[config.mk]
export PLATFORM = sky130hd
export DESIGN_NAME = irq_agg
export DESIGN_NICKNAME = d
export VERILOG_FILES = /design/src/rtl/irq_agg_pkg.sv /design/src/rtl/irq_agg_popcnt.sv /design/src/rtl/irq_agg_lowest.sv /design/src/rtl/irq_agg_enables.sv /design/src/rtl/irq_agg.sv
export SDC_FILE = /design/constraint.sdc
export NUM_CORES = 1
export LEC_CHECK = 0
export ABC_CLOCK_PERIOD_IN_PS = 10050
export BUFFER_PORTS_ARGS = -buffer_cell sky130_fd_sc_hd__buf_4
export CORE_MARGIN = 2
export CORE_UTILIZATION = 37
export CTS_BUF_LIST = sky130_fd_sc_hd__clkbuf_16
export DETAILED_ROUTE_END_ITERATION = 8
export PLACE_DENSITY = 0.62
export SYNTH_ARGS = -nofsm -noshare
export SYNTH_HDL_FRONTEND = slang
export SYNTH_SLANG_ARGS = --single-unit
[constraint.sdc]
create_clock -name clk_i -period 10.05 [get_ports clk_i]
set_input_delay 1.5075 -clock clk_i [delete_from_list [all_inputs] [get_ports clk_i]]
set_output_delay 1.5075 -clock clk_i [all_outputs]
set_load 0.005 [all_outputs]
[src/rtl/irq_agg_pkg.sv]
package irq_agg_pkg;
  localparam logic [31:0] ID_VALUE = 32'hC51D_0000;
  localparam logic [31:0] NONE_VALUE = 32'hFFFF_FFFF;
  typedef enum logic [2:0] {
    REG_ID      = 3'd0,
    REG_COUNT   = 3'd1,
    REG_LOWEST  = 3'd2,
    REG_CLR_ALL = 3'd3,
    REG_CLR_ONE = 3'd4,
    REG_SET_ONE = 3'd5,
    REG_NSRC    = 3'd6
  } reg_idx_e;
endpackage

[src/rtl/irq_agg_popcnt.sv]
module irq_agg_popcnt #(
  parameter int W  = 64,
  parameter int CW = $clog2(W + 1)
) (
  input  logic [W-1:0]  vec_i,
  output logic [CW-1:0] cnt_o
);
  always_comb begin
    cnt_o = '0;
    for (int i = 0; i < W; i++) cnt_o = cnt_o + CW'(vec_i[i]);
  end
endmodule

[src/rtl/irq_agg_lowest.sv]
module irq_agg_lowest #(
  parameter int W  = 64,
  parameter int IW = (W > 1) ? $clog2(W) : 1
) (
  input  logic [W-1:0]  vec_i,
  output logic          any_o,
  output logic [IW-1:0] idx_o
);
  // scan from the top so the lowest set bit wins
  always_comb begin
    any_o = 1'b0;
    idx_o = '0;
    for (int i = W - 1; i >= 0; i--) begin
      if (vec_i[i]) begin
        any_o = 1'b1;
        idx_o = IW'(i);
      end
    end
  end
endmodule

[src/rtl/irq_agg_enables.sv]
module irq_agg_enables #(
  parameter int N_SRC = 64
) (
  input  logic             clk_i,
  input  logic             rst_ni,
  input  logic             clr_all_i,
  input  logic             set_one_i,
  input  logic             clr_one_i,
  input  logic [31:0]      sel_i,
  output logic [N_SRC-1:0] en_o
);
  logic in_range;
  assign in_range = sel_i < 32'(N_SRC);

  for (genvar g = 0; g < N_SRC; g++) begin : g_en
    logic hit;
    assign hit = in_range && (sel_i == 32'(g));
    always_ff @(posedge clk_i or negedge rst_ni) begin
      if (!rst_ni)                 en_o[g] <= 1'b0;
      else if (clr_all_i)          en_o[g] <= 1'b0;
      else if (set_one_i && hit)   en_o[g] <= 1'b1;
      else if (clr_one_i && hit)   en_o[g] <= 1'b0;
    end
  end
endmodule

[src/rtl/irq_agg.sv]
module irq_agg
  import irq_agg_pkg::*;
#(
  parameter int N_SRC = 64
) (
  input  logic             clk_i,
  input  logic             rst_ni,
  input  logic [N_SRC-1:0] src_i,
  input  logic             wr_en_i,
  input  logic             rd_en_i,
  input  logic [11:0]      addr_i,
  input  logic [31:0]      wdata_i,
  output logic [31:0]      rdata_o,
  output logic             irq_o
);
  localparam int CW = $clog2(N_SRC + 1);
  localparam int IW = (N_SRC > 1) ? $clog2(N_SRC) : 1;

  logic [9:0]       word;
  logic [N_SRC-1:0] en;
  logic [N_SRC-1:0] pend;
  logic [CW-1:0]    cnt;
  logic             any;
  logic [IW-1:0]    low;

  assign word = addr_i[11:2];

  irq_agg_enables #(.N_SRC(N_SRC)) u_en (
    .clk_i     (clk_i),
    .rst_ni    (rst_ni),
    .clr_all_i (wr_en_i && word == 10'(REG_CLR_ALL)),
    .set_one_i (wr_en_i && word == 10'(REG_SET_ONE)),
    .clr_one_i (wr_en_i && word == 10'(REG_CLR_ONE)),
    .sel_i     (wdata_i),
    .en_o      (en)
  );

  assign pend = src_i & en;

  irq_agg_popcnt #(.W(N_SRC), .CW(CW)) u_cnt (.vec_i(pend), .cnt_o(cnt));
  irq_agg_lowest #(.W(N_SRC), .IW(IW)) u_low (.vec_i(pend), .any_o(any), .idx_o(low));

  assign irq_o = any;

  always_comb begin
    rdata_o = '0;
    if (rd_en_i) begin
      case (word)
        10'(REG_ID):     rdata_o = ID_VALUE;
        10'(REG_COUNT):  rdata_o = 32'(cnt);
        10'(REG_LOWEST): rdata_o = any ? 32'(low) : NONE_VALUE;
        10'(REG_NSRC):   rdata_o = 32'(N_SRC);
        default:         rdata_o = '0;
      endcase
    end
  end
endmodule

### Word-level counts from Yosys, hierarchy flattened

Index checks and enable logic that the tools add are counted.

* bits in registers: 64
* input bits: 112
* output and inout bits: 33

* $add $sub $neg: 63
* magnitude comparators: 1
* eq/ne operators: 69
* mux-type cells: 323
* bitwise operators: 1
* reduce and logical (&&, ||, !) cells: 261

Operator list (count)
* 32-bit by 6-bit == test with 1-bit output, second input constant: 32
* 32-bit by 5-bit == test with 1-bit output, second input constant: 16
* 7-bit by 1-bit adder with 7-bit output: 62
* 6-bit 2-to-1 mux: 64
* 32-bit by 4-bit == test with 1-bit output, second input constant: 8
* 1-bit 2-to-1 mux: 256
* 1-bit logical AND: 195
* 3-bit nonzero test: 64
* 32-bit by 3-bit == test with 1-bit output, second input constant: 4
* 32-bit case mux with 4 select lines: 1
* 64-bit bitwise AND: 1
* 32-bit by 2-bit == test with 1-bit output, second input constant: 2
* 32-bit 2-to-1 mux: 2
* 32-bit by 1-bit == test with 1-bit output, second input constant: 1
* 32-bit zero test: 1
* 32-bit by 7-bit less-than comparator with 1-bit output, second input constant: 1
* 10-bit by 3-bit == test with 1-bit output, second input constant: 3
* 10-bit by 2-bit == test with 1-bit output, second input constant: 2
* 10-bit by 1-bit == test with 1-bit output, second input constant: 1
* 10-bit zero test: 1
* 1-bit by 1-bit adder with 2-bit output: 1

### Longest topological paths before layout

Gate-level depths: netlist of the first run.

* depth after elaboration: 68
* gate-level depth with buffers: 24

### Modules after synthesis

From an unflattened synthesis of the first run, not the netlist that was laid out.

* cell total of the unflattened synthesis: 800
* area total of the unflattened synthesis: 6770.2 um^2

Modules (own cells, without submodules)
* irq_agg_enables: instances 1, cells each 361, area each 3473.3 um^2, seq. area each 1601.5 um^2
* irq_agg_popcnt: instances 1, cells each 172, area each 1722.9 um^2, seq. area each 0.0 um^2
* irq_agg: instances 1, cells each 127, area each 810.8 um^2, seq. area each 0.0 um^2
* irq_agg_lowest: instances 1, cells each 140, area each 763.2 um^2, seq. area each 0.0 um^2

### Worst setup path before layout of the first run

OpenSTA, ideal clock, no wires.

* path type: input-to-output
* start: in src_i[56]
* end: out rdata_o[6]
* data arrival time: 7617 ps
* data required time: 8543 ps
* path slack: 925 ps
* stages on the path: 23
* path buffers: 0
* cells stage by stage: and2_1 fa_1 inv_1 fa_1 inv_1 fa_1 inv_1 fa_1 inv_1 fa_1 inv_1 fa_1 fa_1 fa_1 fa_1 fa_1 nor2b_1 o21ai_0 nand2b_1 a21oi_1 nor2_1 o21ai_0 a31oi_1

* longest elaborated chain between the ends: 61
* elaborated cells between the ends (all ways): 69

RTL lines
* from (decl): line irq_agg.sv:8 `input logic [N_SRC-1:0] src_i,`
* 64-bit bitwise AND *: line irq_agg.sv:38 `assign pend = src_i & en;`
* 1-bit 2-to-1 mux (57 in a row): line irq_agg_lowest.sv:14 `if (vec_i[i]) begin`
* 32-bit 2-to-1 mux: line irq_agg.sv:51 `10'(REG_LOWEST): rdata_o = any ? 32'(low) : NONE_VALUE;`
* 32-bit case mux with 4 select lines *: line irq_agg.sv:48 `case (word)`
* 32-bit 2-to-1 mux *: line irq_agg.sv:47 `if (rd_en_i) begin`
* to (decl): line irq_agg.sv:13 `output logic [31:0] rdata_o,`

Every way passes the cells marked *; elsewhere a longest branch is shown, timed or not.

### Final worst setup path of the first run

Ends and elaborated chain as after synthesis.

==> results.txt, run 1 <==
grt ovf: 0
RSZ-0062 raised after global routing: false
YS warnings: 0
Largest Register: u_en.en_o
CTS Buffer Depth: 2
Die X: 134 um
Post-DRT Antenna Nets: 0
Yosys cell types: 59
CP Capture Type: output port
final worst path period need: 9670 ps
DRT Pass-1 Iters: 7
final slew viol count: 0
CP max FO: 2
top cells by area, synth: dfrtp_1 (26%), fa_1 (17%), a32o_1 (8.5%), nand2_1 (7.8%), inv_1 (4.2%)
Async SR Flop Fraction: 100%
fmax: 103 MHz
WL final: 21000 um
Critical Setup Path Class: in -> out
CTS tree: yes
Cell Rows: 47
Yosys top cell area share: 25.7%
Worst slew margin: 21.5%
outcome: completed
Clk Latency, worst-skew pair: 330 ps
DR DRC count: 0
clock slew at reported path FFs: 50 ps
Syn Nets: 887
Top FF cell, synth: dfrtp_1
total CTS buffers: 9
Die Ht: 134 um
Arr. time, crit path: 8160 ps
Post-synth EDFFs: 0
final hold vios: 0
Worst-Margin Slew: 1170 ps
Period Utilization, post-route: 96.2%
CP startpoint kind: input port
Layout area overhead: 21.4%
Post-Syn Instances: 705
total clock sinks: 64
# hold bufs at CTS: 0
Req. time, crit path: 8540 ps
WL met3: 1350 um
post-layout util: 45.9%
final net count: 996
layout cell share with drive strength beyond 1: 20.8%
gpl congestion: 0.971
CTS resizes: 0
vias per cell: 5.71
Max H-tree Level: 3
Power Dens Cells: 81.5 nW/um^2
met1 WL: 9230 um
first-pass GRT wire length: 32300 um
n_diodes: 0
Die ar.: 17900 sq um
setup TNS: 0 ps
Layout Skew: 0 ps
maximum vdd drop: 0.0000717 V
Clock Tree Root: clkbuf_16
number of synthesized register bits: 64
Starting Density: 37.8%
core box area: 16500 sq um
number of global-route vias before repair: 5922
wire length per cell: 20.3 um
max_cap viols: 0
sequential share of the synthesized area: 25.7%
IO Pins: 145
leakage power: 3.52 nW
met2 WL post-DR: 9820 um
Iteration-0 DRC Markers: 578
Post-Syn Area per Cell: 8.85 sq um
DR top layer: met4
Hold Crit Class: reg -> reg
antenna violations before repair: 0
post-CTS setup buffer count: 0
Largest regs: u_en.en_o x64
number of flip-flops in the largest register: 64
Yosys top cell by area: dfrtp_1
filler instances: 1639
Global Route Usage Sum: 23.8%
synthesized cell area: 6240 sq um
vias after detailed routing: 5930
largest net degree at the start of global routing: 68
port bufs: 142
post-DP HPWL: 17600 um
final setup fails: 0
-- area by class of cell --
class | count | area, sq um | share of cell area, %
clock inverter | 7 | 56.3 | 0.743
timing repair buffer | 143 | 1070 | 14.2
clock buffer | 9 | 225 | 2.97
multi-input combinational | 527 | 4090 | 53.9
tap | 220 | 275 | 3.63
sequential | 64 | 1600 | 21.1
inverter | 69 | 259 | 3.42
-- kinds of logic after synthesis --
kind of cell             Yosys count  synth area share (%)
AND/OR/NAND/NOR                  276                  22.1
buffers and inverters            114                  8.84
flip-flops                        64                  25.7
multiplexers                       1                 0.160
AO/OA/AOI/OAI                    176                  22.2
adder cells (fa/ha/maj)           70                  20.5
XOR/XNOR                           4                 0.561
-- cell usage after synthesis (5+ instances only) --
| cell type | count |
|---|---|
| nor2_1 | 23 |
| buf_2 | 6 |
| nor4_1 | 10 |
| a211oi_1 | 6 |
| inv_1 | 69 |
| nand2b_1 | 12 |
| nor2b_1 | 8 |
| buf_4 | 23 |
| o31ai_1 | 5 |
| and2_1 | 25 |
| nand4_1 | 13 |
| nor3_1 | 19 |
| nand2_1 | 129 |
| a22oi_1 | 33 |
| dfrtp_1 | 64 |
| a21oi_1 | 17 |
| clkbuf_1 | 11 |
| nand3_1 | 14 |
| a31oi_1 | 6 |
| o21ai_0 | 21 |
| fa_1 | 54 |
| a32o_1 | 53 |
| ha_1 | 16 |
-- per-layer routing --
layer | vias up | global-route usage (%)
met2 | 245 | 38.0
li1 | 2746 | -
met4 | 0 | 8.69
met5 | - | 0
met3 | 36 | 3.14
met1 | 2903 | 33.0
-- cells in the final DEF (no fill, tap or decap), types with 8 or more instances in the layout --
master / instances
nor3_1: 19
nor2b_1: 8
inv_1: 72
nand2b_1: 12
nand3_1: 14
a21oi_1: 17
nand4_1: 13
and2_1: 25
fa_1: 54
clkbuf_16: 9
nand2_1: 129
ha_1: 16
buf_4: 143
dfrtp_1: 64
a32o_1: 53
o21ai_0: 21
nor2_1: 23
a22oi_1: 33
nor4_1: 10
-- stage by stage --
stage	power, W	hold WS [ps]	std cells	cell area (sq um)	worst slack [ps]
after floorplan	0.000274	493	705	6240	925
after global routing	0.000638	564	1039	7580	81.4
after global placement	0.000325	537	1023	7300	397
final	0.000617	546	1039	7580	382
after detailed placement	0.000325	539	1023	7300	361
after CTS	0.000620	551	1039	7580	366
-- where the power goes --
group / internal [W] / switching, W / leakage, nW
Combinational: 0.0000309 / 0.0000322 / 2.48
Clock: 0.000188 / 0.000109 / 0.153
Sequential: 0.000258 / 0.00000000000000130 / 0.895
Total: 0.000476 / 0.000141 / 3.52
-- critical path, cell delays in order --
cell	delay, ps
buf_4	120
and2_1	180
fa_1	500
inv_1	50
fa_1	530
inv_1	60
fa_1	530
inv_1	50
fa_1	550
inv_1	70
fa_1	530
inv_1	50
fa_1	530
fa_1	530
fa_1	520
fa_1	490
fa_1	470
nor2b_1	110
o21ai_0	70
nand2b_1	110
a21oi_1	80
nor2_1	80
o21ai_0	90
a31oi_1	190
buf_4	140
-- worst paths after layout --
check / from / to / slack [ps] / cells after the start
max: src_i[56] / rdata_o[6] / 380 / 25
min: u_en.en_o[32] / u_en.en_o[32] / 550 / 1
max reg2reg: u_en.en_o[35] / u_en.en_o[35] / 9100 / 3
min reg2reg: u_en.en_o[32] / u_en.en_o[32] / 550 / 1
max in group asynchronous: rst_ni / u_en.en_o[1] / 8220 / 1
min in group asynchronous: rst_ni / u_en.en_o[43] / 1270 / 1
Note: power is estimated with default switching activity, not from simulation.
==> run 2: changes to the inputs <==
--- a/config.mk
+++ b/config.mk
@@ -8,10 +8,10 @@
 export ABC_CLOCK_PERIOD_IN_PS = 10050
 export BUFFER_PORTS_ARGS = -buffer_cell sky130_fd_sc_hd__buf_4
 export CORE_MARGIN = 2
-export CORE_UTILIZATION = 37
+export CORE_UTILIZATION = 45
 export CTS_BUF_LIST = sky130_fd_sc_hd__clkbuf_16
 export DETAILED_ROUTE_END_ITERATION = 8
-export PLACE_DENSITY = 0.62
+export PLACE_DENSITY = 0.73
 export SYNTH_ARGS = -nofsm -noshare
 export SYNTH_HDL_FRONTEND = slang
 export SYNTH_SLANG_ARGS = --single-unit
==> run 2 against run 1 <==
Setup slack lost 29 ps. Routed wire length decreased by 5.1%. First-iteration DRC count grew 20%. Sequential cell count is the same. Sequential power hardly changed. Die area shrank 17%. Final cell count decreased by 3.8%. Highest routed layer unchanged. Worst hold slack better by 0.93 ps. Sequential share of layout area hardly changed. Core utilization up 9.2 points. Clock-buffer cell count unchanged.
==> results.txt, run 2 (same netlist as run 1, synthesis figures left out) <==
Reg2Reg Depth: 3 (unchanged)
total clock sinks: 64 (unchanged)
Die Ht: 122 um (was 134 um)
Power Dens Cells: 85.8 nW/um^2 (was 81.5 nW/um^2)
CTS Buffer Depth: 2 (unchanged)
total CTS buffers: 9 (unchanged)
CP Capture Type: output port (unchanged)
Placed Area: 7250 sq um (was 7300 sq um)
most common cell after layout, fill and taps aside: buf_4 (unchanged)
Hold Path Stages: 1 (unchanged)
Die ar.: 14800 sq um (was 17900 sq um)
port bufs: 142 (unchanged)
Period Utilization, post-route: 96.5% (was 96.2%)
Hold Crit Start: u_en.en_o[2] (was u_en.en_o[32])
CP max FO: 2 (unchanged)
Final Instance Area: 7560 sq um (was 7580 sq um)
Die X: 122 um (was 134 um)
reg-to-reg critical path startpoint: u_en.en_o[35] (unchanged)
Critical Setup Path Class: in -> out (unchanged)
Clk Latency, worst-skew pair: 330 ps (about the same)
Largest regs: u_en.en_o x64 (unchanged)
IO Pins: 145 (unchanged)
Min-Delay Endpoint: u_en.en_o[2] (was u_en.en_o[32])
post-DP HPWL: 16400 um (was 17600 um)
antenna violations before repair: 0 (unchanged)
Reg-to-Reg End: u_en.en_o[35] (unchanged)
Max H-tree Level: 3 (unchanged)
clock slew at reported path FFs: 50 ps (about the same)
layout cell share with drive strength beyond 1: 20.8% (unchanged)
Worst-Margin Slew: 1010 ps (was 1170 ps)
commonest cells after routing, fill and taps aside: buf_4 (143), nand2_1 (129), inv_1 (71) (was buf_4 (143), nand2_1 (129), inv_1 (72))
Clock Tree Root: clkbuf_16 (unchanged)
first-pass GRT wire length: 30500 um (was 32300 um)
final worst path period need: 9700 ps (was 9670 ps)
DRT Pass-1 Iters: 6 (was 7)
vias per cell: 6.01 (was 5.71)
CP startpoint kind: input port (unchanged)
overall power: 0.000648 W (was 0.000617 W)
DR DRC count: 0 (unchanged)
wire length per cell: 20.0 um (was 20.3 um)
max_cap viols: 0 (unchanged)
vias after detailed routing: 6000 (was 5930)
n_diodes: 0 (unchanged)
Cell Rows: 43 (was 47)
number of global-route vias before repair: 5718 (was 5922)
WL final: 20000 um (was 21000 um)
CTS resizes: 0 (unchanged)
final hold vios: 0 (unchanged)
final slew viol count: 0 (unchanged)
Min Hold Slack: 547 ps (was 546 ps)
# hold bufs at CTS: 0 (unchanged)
Placed Cells: 983 (was 1023)
Arr. time, crit path: 8190 ps (was 8160 ps)
fmax: 103 MHz (about the same)
core box area: 13700 sq um (was 16500 sq um)
final net count: 996 (unchanged)
outcome: completed (unchanged)
Largest Register: u_en.en_o (unchanged)
Iteration-0 DRC Markers: 695 (was 578)
Layout area overhead: 21.2% (was 21.4%)
Layout Skew: 0 ps (unchanged)
gpl congestion: 0.975 (was 0.971)
Req. time, crit path: 8540 ps (about the same)
Global Route Usage Sum: 27.2% (was 23.8%)
setup TNS: 0 ps (unchanged)
fin cells: 999 (was 1039)
Starting Density: 45.5% (was 37.8%)
filler instances: 1306 (was 1639)
number of flip-flops in the largest register: 64 (unchanged)
CTS tree: yes (unchanged)
Post-DRT Antenna Nets: 0 (unchanged)
Hold Crit Class: reg -> reg (unchanged)
largest net degree at the start of global routing: 68 (unchanged)
setup slack, reg-to-reg: 9150 ps (was 9100 ps)
post-CTS setup buffer count: 0 (unchanged)
Worst slew margin: 32.4% (was 21.5%)
final setup fails: 0 (unchanged)
maximum vdd drop: 0.0000902 V (was 0.0000717 V)
RSZ-0062 raised after global routing: false (unchanged)
leakage power: 3.53 nW (was 3.52 nW)
grt ovf: 0 (unchanged)
## run 2: layout make-up
class | instances | area, sq um | share of cell area, %
multi-input combinational | 527 | 4090 | 54.1
sequential | 64 | 1600 | 21.2
tap | 180 | 225 | 2.98
clock inverter | 7 | 88.8 | 1.18
inverter | 69 | 259 | 3.43
timing repair buffer | 143 | 1070 | 14.2
clock buffer | 9 | 225 | 2.98
## run 2: stage by stage
stage	setup slack [ps]	utilization, %
after global routing	43.5	55.1
after CTS	326	55.1
after floorplan	925	-
final	353	55.1
after global placement	406	52.8
after detailed placement	363	52.8
## run 2: how the worst max path moves through the flow
stage / startpoint / end / slack [ps] / depth (start not counted)
detailed placement: src_i[56] / rdata_o[6] / 360 / 25
CTS: src_i[56] / rdata_o[6] / 330 / 25
finish: src_i[56] / rdata_o[6] / 350 / 25
global route: src_i[56] / rdata_o[6] / 40 / 25
global placement: src_i[56] / rdata_o[6] / 410 / 25
floorplan: src_i[56] / rdata_o[6] / 930 / 23
## run 2: worst max-delay path: stages
cell	delay [ps]
buf_4	120
and2_1	190
fa_1	510
inv_1	60
fa_1	520
inv_1	70
fa_1	540
inv_1	50
fa_1	540
inv_1	60
fa_1	530
inv_1	50
fa_1	530
fa_1	530
fa_1	530
fa_1	490
fa_1	470
nor2b_1	110
o21ai_0	70
nand2b_1	120
a21oi_1	80
nor2_1	80
o21ai_0	90
a31oi_1	180
buf_4	140
## run 2: per-layer routing
layer	global-route usage [%]	up-vias	wire length (um)
li1	-	2754	-
met5	0	-	0
met3	3.00	27	1480
met2	44.5	286	9590
met1	38.8	2933	8550
met4	6.54	0	362
## run 2: report_power, final
| group | internal (W) | switching [W] | total (W) |
|---|---|---|---|
| sequential | 0.000258 | 0.00000000000000125 | 0.000258 |
| combinational | 0.0000308 | 0.0000316 | 0.0000624 |
| clock | 0.000215 | 0.000113 | 0.000328 |
